==> src/rtl/adc_scan_pkg.sv <==
package adc_scan_pkg;
   typedef enum logic [1:0] {
      SQ_IDLE  = 2'd0,
      SQ_CONV  = 2'd1,
      SQ_DRAIN = 2'd2
   } seq_state_e;
endpackage

==> src/rtl/adc_scan_ctrl.sv <==
module adc_scan_ctrl #(
   parameter int SEL_W = 2
) (
   input  logic             clk,
   input  logic             rst_n,
   input  logic             wr_en_i,
   input  logic             wr_run_i,
   input  logic [SEL_W-1:0] wr_sel_i,
   input  logic             wr_ie_i,
   input  logic             wr_flag_i,
   input  logic             pass_end_i,
   output logic             run_o,
   output logic [SEL_W-1:0] sel_o,
   output logic             ie_o,
   output logic             flag_o
);
   always_ff @(posedge clk or negedge rst_n) begin
      if (!rst_n) begin
         run_o <= 1'b0;
         sel_o <= '0;
         ie_o  <= 1'b0;
      end else if (wr_en_i) begin
         run_o <= wr_run_i;
         sel_o <= wr_sel_i;
         ie_o  <= wr_ie_i;
      end
   end

   // a pass end takes priority over a clearing write in the same cycle
   always_ff @(posedge clk or negedge rst_n) begin
      if (!rst_n)
         flag_o <= 1'b0;
      else if (pass_end_i)
         flag_o <= 1'b1;
      else if (wr_en_i && !wr_flag_i)
         flag_o <= 1'b0;
   end
endmodule

==> src/rtl/adc_scan_seq_fsm.sv <==
module adc_scan_seq_fsm
   import adc_scan_pkg::*;
#(
   parameter int SEL_W = 2
) (
   input  logic             clk,
   input  logic             rst_n,
   input  logic             en_i,
   input  logic             run_i,
   input  logic [SEL_W-1:0] last_ch_i,
   input  logic             conv_done_i,
   output logic             start_o,
   output logic [SEL_W-1:0] ch_o,
   output logic             res_we_o,
   output logic             pass_end_o,
   output logic             in_flight_o
);
   seq_state_e       state_q;
   logic [SEL_W-1:0] ch_q;
   logic             start_q;
   logic             go;
   logic             at_last;

   assign go      = run_i && en_i;
   assign at_last = (ch_q == last_ch_i);

   always_ff @(posedge clk or negedge rst_n) begin
      if (!rst_n) begin
         state_q <= SQ_IDLE;
         ch_q    <= '0;
         start_q <= 1'b0;
      end else begin
         start_q <= 1'b0;
         unique case (state_q)
            SQ_IDLE: begin
               if (go) begin
                  state_q <= SQ_CONV;
                  ch_q    <= '0;
                  start_q <= 1'b1;
               end
            end
            SQ_CONV: begin
               if (!go) begin
                  // halted with a sample pending: wait for it and drop it
                  state_q <= conv_done_i ? SQ_IDLE : SQ_DRAIN;
               end else if (conv_done_i) begin
                  ch_q    <= at_last ? '0 : ch_q + 1'b1;
                  start_q <= 1'b1;
               end
            end
            SQ_DRAIN: begin
               if (conv_done_i) state_q <= SQ_IDLE;
            end
            default: state_q <= SQ_IDLE;
         endcase
      end
   end

   assign start_o     = start_q;
   assign ch_o        = ch_q;
   assign res_we_o    = (state_q == SQ_CONV) && go && conv_done_i;
   assign pass_end_o  = res_we_o && at_last;
   assign in_flight_o = (state_q == SQ_CONV);
endmodule

==> src/rtl/adc_scan_res_bank.sv <==
module adc_scan_res_bank #(
   parameter int DATA_W = 12,
   parameter int SEL_W  = 2,
   localparam int NUM_CH = 1 << SEL_W
) (
   input  logic                     clk,
   input  logic                     rst_n,
   input  logic                     we_i,
   input  logic [SEL_W-1:0]         wch_i,
   input  logic [DATA_W-1:0]        wdata_i,
   output logic [NUM_CH*DATA_W-1:0] results_o
);
   for (genvar g = 0; g < NUM_CH; g++) begin : g_slot
      logic [DATA_W-1:0] slot_q;
      always_ff @(posedge clk or negedge rst_n) begin
         if (!rst_n)
            slot_q <= '0;
         else if (we_i && (wch_i == SEL_W'(g)))
            slot_q <= wdata_i;
      end
      assign results_o[g*DATA_W +: DATA_W] = slot_q;
   end
endmodule

==> src/rtl/adc_scan_seq.sv <==
module adc_scan_seq #(
   parameter int DATA_W  = 12,
   parameter int SEL_W   = 2,
   parameter bit IRQ_REG = 1'b0,
   localparam int NUM_CH = 1 << SEL_W
) (
   input  logic                     clk,
   input  logic                     rst_n,
   input  logic                     mod_en_i,
   input  logic                     wr_en_i,
   input  logic                     wr_run_i,
   input  logic [SEL_W-1:0]         wr_sel_i,
   input  logic                     wr_ie_i,
   input  logic                     wr_flag_i,
   output logic                     run_o,
   output logic [SEL_W-1:0]         sel_o,
   output logic                     ie_o,
   output logic                     flag_o,
   output logic                     irq_o,
   output logic [NUM_CH*DATA_W-1:0] results_o,
   output logic                     conv_start_o,
   output logic [SEL_W-1:0]         conv_ch_o,
   input  logic                     conv_done_i,
   input  logic [DATA_W-1:0]        conv_data_i
);
   if (SEL_W < 1 || SEL_W > 3) begin : g_bad_sel
      $error("adc_scan_seq: SEL_W must be 1..3");
   end
   if (DATA_W < 1 || DATA_W > 32) begin : g_bad_data
      $error("adc_scan_seq: DATA_W must be 1..32");
   end

   logic res_we;
   logic pass_end;
   logic in_flight;

   adc_scan_ctrl #(.SEL_W(SEL_W)) u_ctrl (
      .clk        (clk),
      .rst_n      (rst_n),
      .wr_en_i    (wr_en_i),
      .wr_run_i   (wr_run_i),
      .wr_sel_i   (wr_sel_i),
      .wr_ie_i    (wr_ie_i),
      .wr_flag_i  (wr_flag_i),
      .pass_end_i (pass_end),
      .run_o      (run_o),
      .sel_o      (sel_o),
      .ie_o       (ie_o),
      .flag_o     (flag_o)
   );

   adc_scan_seq_fsm #(.SEL_W(SEL_W)) u_fsm (
      .clk         (clk),
      .rst_n       (rst_n),
      .en_i        (mod_en_i),
      .run_i       (run_o),
      .last_ch_i   (sel_o),
      .conv_done_i (conv_done_i),
      .start_o     (conv_start_o),
      .ch_o        (conv_ch_o),
      .res_we_o    (res_we),
      .pass_end_o  (pass_end),
      .in_flight_o (in_flight)
   );

   adc_scan_res_bank #(.DATA_W(DATA_W), .SEL_W(SEL_W)) u_bank (
      .clk       (clk),
      .rst_n     (rst_n),
      .we_i      (res_we),
      .wch_i     (conv_ch_o),
      .wdata_i   (conv_data_i),
      .results_o (results_o)
   );

   if (IRQ_REG) begin : g_irq_reg
      logic irq_q;
      always_ff @(posedge clk or negedge rst_n) begin
         if (!rst_n) irq_q <= 1'b0;
         else        irq_q <= flag_o && ie_o;
      end
      assign irq_o = irq_q;
   end else begin : g_irq_comb
      assign irq_o = flag_o && ie_o;
   end
endmodule

==> config.mk <==
export PLATFORM = sky130hd
export DESIGN_NAME = adc_scan_seq
export DESIGN_NICKNAME = d
export VERILOG_FILES = /design/src/rtl/adc_scan_pkg.sv /design/src/rtl/adc_scan_ctrl.sv /design/src/rtl/adc_scan_seq_fsm.sv /design/src/rtl/adc_scan_res_bank.sv /design/src/rtl/adc_scan_seq.sv
export SDC_FILE = /design/constraint.sdc
export NUM_CORES = 1
export LEC_CHECK = 0
export BUFFER_PORTS_ARGS = -buffer_cell sky130_fd_sc_hd__buf_2
export CAP_MARGIN = 5
export CORE_MARGIN = 10
export CORE_UTILIZATION = 49
export CTS_BUF_LIST = sky130_fd_sc_hd__clkbuf_8 sky130_fd_sc_hd__clkbuf_16
export CTS_CLUSTER_DIAMETER = 120
export DETAILED_ROUTE_END_ITERATION = 6
export PLACE_DENSITY = 0.86
export SLEW_MARGIN = 20
export SYNTH_ARGS = -nofsm -noshare
export SYNTH_HDL_FRONTEND = slang
export SYNTH_SLANG_ARGS = --single-unit
export TNS_END_PERCENT = 30
==> constraint.sdc <==
create_clock -name clk -period 1.8 [get_ports clk]
set_input_delay 0.09 -clock clk [delete_from_list [all_inputs] [get_ports clk]]
set_output_delay 0.09 -clock clk [all_outputs]
set_load 0.005 [all_outputs]
-- Yosys cells after proc, flatten, opt, wreduce, memory -nomap -nowiden
Cells that the tools add are included.
- flip-flop bits (word level): 58
- input port bits: 22
- output and inout bits: 57
- word-level logic and storage cells: 56
- $add $sub $neg: 1
- eq/ne operators: 11
- multiplexer cells: 16
- reduce and logical (&&, ||, !) cells: 17
- operators with widths (cell ; number):
    2-to-1 mux 2 bit ; 8
    logical AND 1 bit ; 10
    equality test 2 bit (second input constant) ; 3
    inequality test 2 bit (second input constant) ; 3
    case mux 2 bit (3 select lines) ; 1
    2-to-1 mux 1 bit ; 5
    equality test 2 x 1 -> 1 bit (second input constant) ; 2
    zero test 2 bit ; 2
    inequality test 2 x 1 -> 1 bit (second input constant) ; 2
    case mux 2 bit (2 select lines) ; 1
    AND reduction 4 bit ; 1
    nonzero test 2 bit ; 2
    AND reduction 3 bit ; 1
    adder 2 x 1 -> 2 bit (second input constant) ; 1
    equality test 2 bit ; 1
    case mux 1 bit (2 select lines) ; 1
    zero test 1 bit ; 1

-- Depth between registers and ports, before layout
- depth after elaboration: 5
- gate-level depth with buffers: 6
- gate-level depth less buffers: 5

-- Cells and area by module
Synthesis repeated with hierarchy kept, for this count alone.
- cell total of the unflattened synthesis: 141
- area total of the unflattened synthesis: 2277.2 um^2
- by module, submodules not included (module ; times used ; cells an instance ; area an instance (um^2) ; sequential area each (um^2)):
    adc_scan_res_bank ; 1 ; 104 ; 1801.7 ; 1201.2
    adc_scan_seq_fsm ; 1 ; 25 ; 285.3 ; 125.1
    adc_scan_ctrl ; 1 ; 11 ; 183.9 ; 125.1
    adc_scan_seq ; 1 ; 1 ; 6.3 ; 0.0

-- Least setup slack after synthesis
No wires, ideal clock.
- path type: reg2reg
- from: register u_fsm.ch_q[0], in the netlist u_fsm.ch_o[0]
- to: register u_bank.g_slot[0].slot_q[0]
- setup time: 0.125 ns
- data arrival time: 1.376 ns
- required time: 1.675 ns
- slack: 0.300 ns
- cell stages (with the launch flop): 7
- buffers on the path: 1
- period minus slack after synthesis: 1.500 ns
- path through: dfrtp_1 inv_1 ha_1 nand2_1 nor2_2 clkbuf_8 mux2_2
- cells in the longest elaborated chain, start to end: 2
- RTL lines (element ; line ; source):
    start: declaration ; adc_scan_seq_fsm.sv:19 ; logic [SEL_W-1:0] ch_q;
    start signal: assignment ; adc_scan_seq_fsm.sv:47 ; ch_q <= at_last ? '0 : ch_q + 1'b1;
    zero test 2 bit ; adc_scan_res_bank.sv:18 ; else if (we_i && (wch_i == SEL_W'(g)))
    logical AND 1 bit ; adc_scan_res_bank.sv:18 ;
    end signal: assignment ; adc_scan_res_bank.sv:19 ; slot_q <= wdata_i;
    end: declaration ; adc_scan_res_bank.sv:14 ; logic [DATA_W-1:0] slot_q;
Every way passes these cells.
A chain may end at the register's enable or synchronous reset.

-- Final worst setup path
- from: register u_fsm.ch_q[1], in the netlist u_fsm.ch_o[1]
- to: register u_bank.g_slot[1].slot_q[10]
- cells in the longest elaborated chain, start to end: 2
- RTL lines (element ; line):
    equality test 2 x 1 -> 1 bit ; adc_scan_res_bank.sv:18
    logical AND 1 bit ; adc_scan_res_bank.sv:18
    end signal: assignment ; adc_scan_res_bank.sv:19
    end: declaration ; adc_scan_res_bank.sv:14
Every way passes these cells.

==> impl_metrics.toml <==
[worst_setup_path]
path_class = "reg -> reg"
worstPathCellList = "inv_1 -> ha_1 -> nand2_1 -> nor2_4 -> mux2_2"
critPathMaxFanout = 12
cp_slowest_cell = "dfrtp_1"
crit_path_end_kind = "flip-flop"
crit_arrival_ps = 1860
critPathBufInv = 1
cp_top_family = "flip-flops"
cp.depth = 5
crit_required_ps = 2010
startpoint_type = "flip-flop"
max_stage_delay_ps = 440
rr_worst_depth = 5

[routing]
drc = 0
first_pass_iters = 4
routedWlPerCell_um = 17.8
drt_iter0_markers = 56
vias = 1578
totalWireLength_um = 5430
antenna_left = 0
avgViaCountPerCell = 5.17

[yosys]
avgSynthCellArea_um2 = 15.7
ys_ff_latch = 58
synth_top_family_by_area = "multiplexers"
synthesis.area_um2 = 2340
synthAdderAreaFrac = 0.0214
synthCells = 149
synth-xor-area-share = 0.00748
syn_nets = 175
yosysWarnings = 0
synth_cell_type_count = 23
synth_mux_area_frac = 0.250
synth-compound-area-share = 0.0246
ys_seq_area_frac = 0.620
synthSimpleGateAreaFrac = 0.0502

[sta]
max_slew_margin = 0.717
worst_pin_slew_ps = 423
skew_ps = 6.15
finalSetupTns_ps = 0
period_minus_slack_ps = 1650
final_max_slew_viol_count = 0
hold_violations = 0
fin_crit_sh = 0.918
finalSetupViolCount = 0
rsz0062_at_grt = "no"
setup_ws_ps = 148
fmax_mhz = 605

[die]
core-area_um2 = 4690
initial_utilization = 0.499
rows = 25
die_x_um = 89.1
ios = 79
dieArea_um2 = 7950
die_h_um = 89.1

[placement]
dpl.hpwl_um = 3980
io_buffers = 78
pre_cts_ws_ps = 139
gp_congestion = 0.909

[final_layout]
nNetsFinal = 273
n_antenna_cell = 0
utilization = 0.653
final_cell_mix = "78 x buf_2, 58 x dfrtp_1, 52 x mux2_2"
layout_commonest_cell = "buf_2"
synthToLayoutAreaGrowth_pct = 30.8
drive_above_1_share = 0.618

[global_routing]
grt_first_pass_wirelength_um = 8690
grt_max_degree = 33
antenna_found_initial = 0
first_global_vias = 1748
grt_usage = 0.147
gr-total-overflow = 0

[cts]
holdBufCountCts = 7
cts_tree = "done"
htreeDepth = 3
cts_buffer_depth = 2
clkSlewWorstSetupHoldPaths_ps = 60
cts_buffers = 9
cts_resized = 0
clock_latency_ps = 330
postCtsSetupRepairBufs = 0
cts.sinks = 58
root_buffer = "clkbuf_8"

[pwr]
finalPower_w = 0.00313
irDropWorstVdd_mv = 0.580
p_per_area_nw_per_um2 = 1020
p_leak_nw = 1.67

[min_path]
worstHoldPathCells = 2
hold_path_class = "in -> reg"

[outcome]
status = "finished clean"

[job]
maxCapViolations = 0
[state kept, by name, summed over array words and instances (netlist names)]
| name | cells |
|---|---|
| u_ctrl.sel_o | 2 |
| u_ctrl.ie_o | 1 |
| u_fsm.start_o | 1 |
| u_bank.g_slot.slot_q | 48 |
| u_fsm.state_q | 2 |
| u_ctrl.run_o | 1 |
| u_ctrl.flag_o | 1 |
| u_fsm.ch_o | 2 |
[layer usage]
layer	share of wire	wire length (µm)	track usage	vias to the layer above
met5	0	0	0	-
met4	0.016	86	0.0578	0
met2	0.45	2470	0.234	68
li1	-	-	-	722
met3	0.11	578	0.0675	9
met1	0.42	2290	0.167	779
[cells in the mapped netlist]
library cell	n	area share
a21oi_1	1	0.0021
o31ai_1	1	0.0032
o21bai_1	1	0.0032
nor2_1	2	0.0032
xnor2_1	2	0.0075
a211oi_1	2	0.0064
buf_6	3	0.014
nor2_2	2	0.0053
inv_1	4	0.0064
a2111oi_0	1	0.0037
ha_1	4	0.021
and2b_1	1	0.0032
nor2_4	2	0.0096
and2_1	1	0.0027
nand4b_4	1	0.010
mux2_2	52	0.25
o21ai_0	1	0.0021
nand4b_1	1	0.0037
nor2b_1	1	0.0027
dfrtp_1	58	0.62
clkbuf_8	1	0.0059
o2bb2ai_1	1	0.0037
nand2_1	6	0.0096
[final cells by class]
type | count | area (µm²)
fillers | 362 | 1630
flip-flops and latches | 58 | 1450
multi-input cells | 83 | 828
repair buffers | 91 | 531
clock buffers | 11 | 151
well taps | 54 | 67.6
clock inverters | 4 | 18.8
inverters | 4 | 15.0
[power breakdown]
group / internal (W) / leakage [nW] / switching (W)
Combinational: 0.000294 / 0.800 / 0.000222
Sequential: 0.00149 / 0.778 / 0.000110
Clock: 0.000554 / 0.0961 / 0.000468
[per-stage QoR]
step                      hold slack (ps)  std cells  area [µm²]
after global placement                113        283        2820
after CTS                            24.7        305        3060
after detailed placement              113        283        2820
after floorplan                      -206        149        2340
final                                39.2        305        3060
after global routing                 25.5        305        3060
[kinds of logic (layout without fill, tap and decap cells)]
logic type	count (synthesis)	count (layout)
buffers and inverters	8	110
muxes	52	52
xor gates and xnor gates	2	2
and+or+nand+nor	17	17
AOI/OAI and AO/OA	8	8
DFF	58	58
adders and majority gates	4	4
[final timing paths]
kind	slack, ps	startpoint	end
setup / recovery	150	u_fsm.ch_o[1]$_DFFE_PN0P_	u_bank.g_slot[1].slot_q[10]$_DFFE_PN0P_
hold / removal	40	conv_data_i[2]	u_bank.g_slot[1].slot_q[2]$_DFFE_PN0P_
setup reg to reg	150	u_fsm.ch_o[1]$_DFFE_PN0P_	u_bank.g_slot[1].slot_q[10]$_DFFE_PN0P_
hold reg to reg	500	u_bank.g_slot[1].slot_q[1]$_DFFE_PN0P_	u_bank.g_slot[1].slot_q[1]$_DFFE_PN0P_
max in group asynchronous	1180	rst_n	u_bank.g_slot[1].slot_q[0]$_DFFE_PN0P_
min in group asynchronous	300	rst_n	u_bank.g_slot[1].slot_q[2]$_DFFE_PN0P_
No activity file was read; power rests on OpenSTA's default activity.
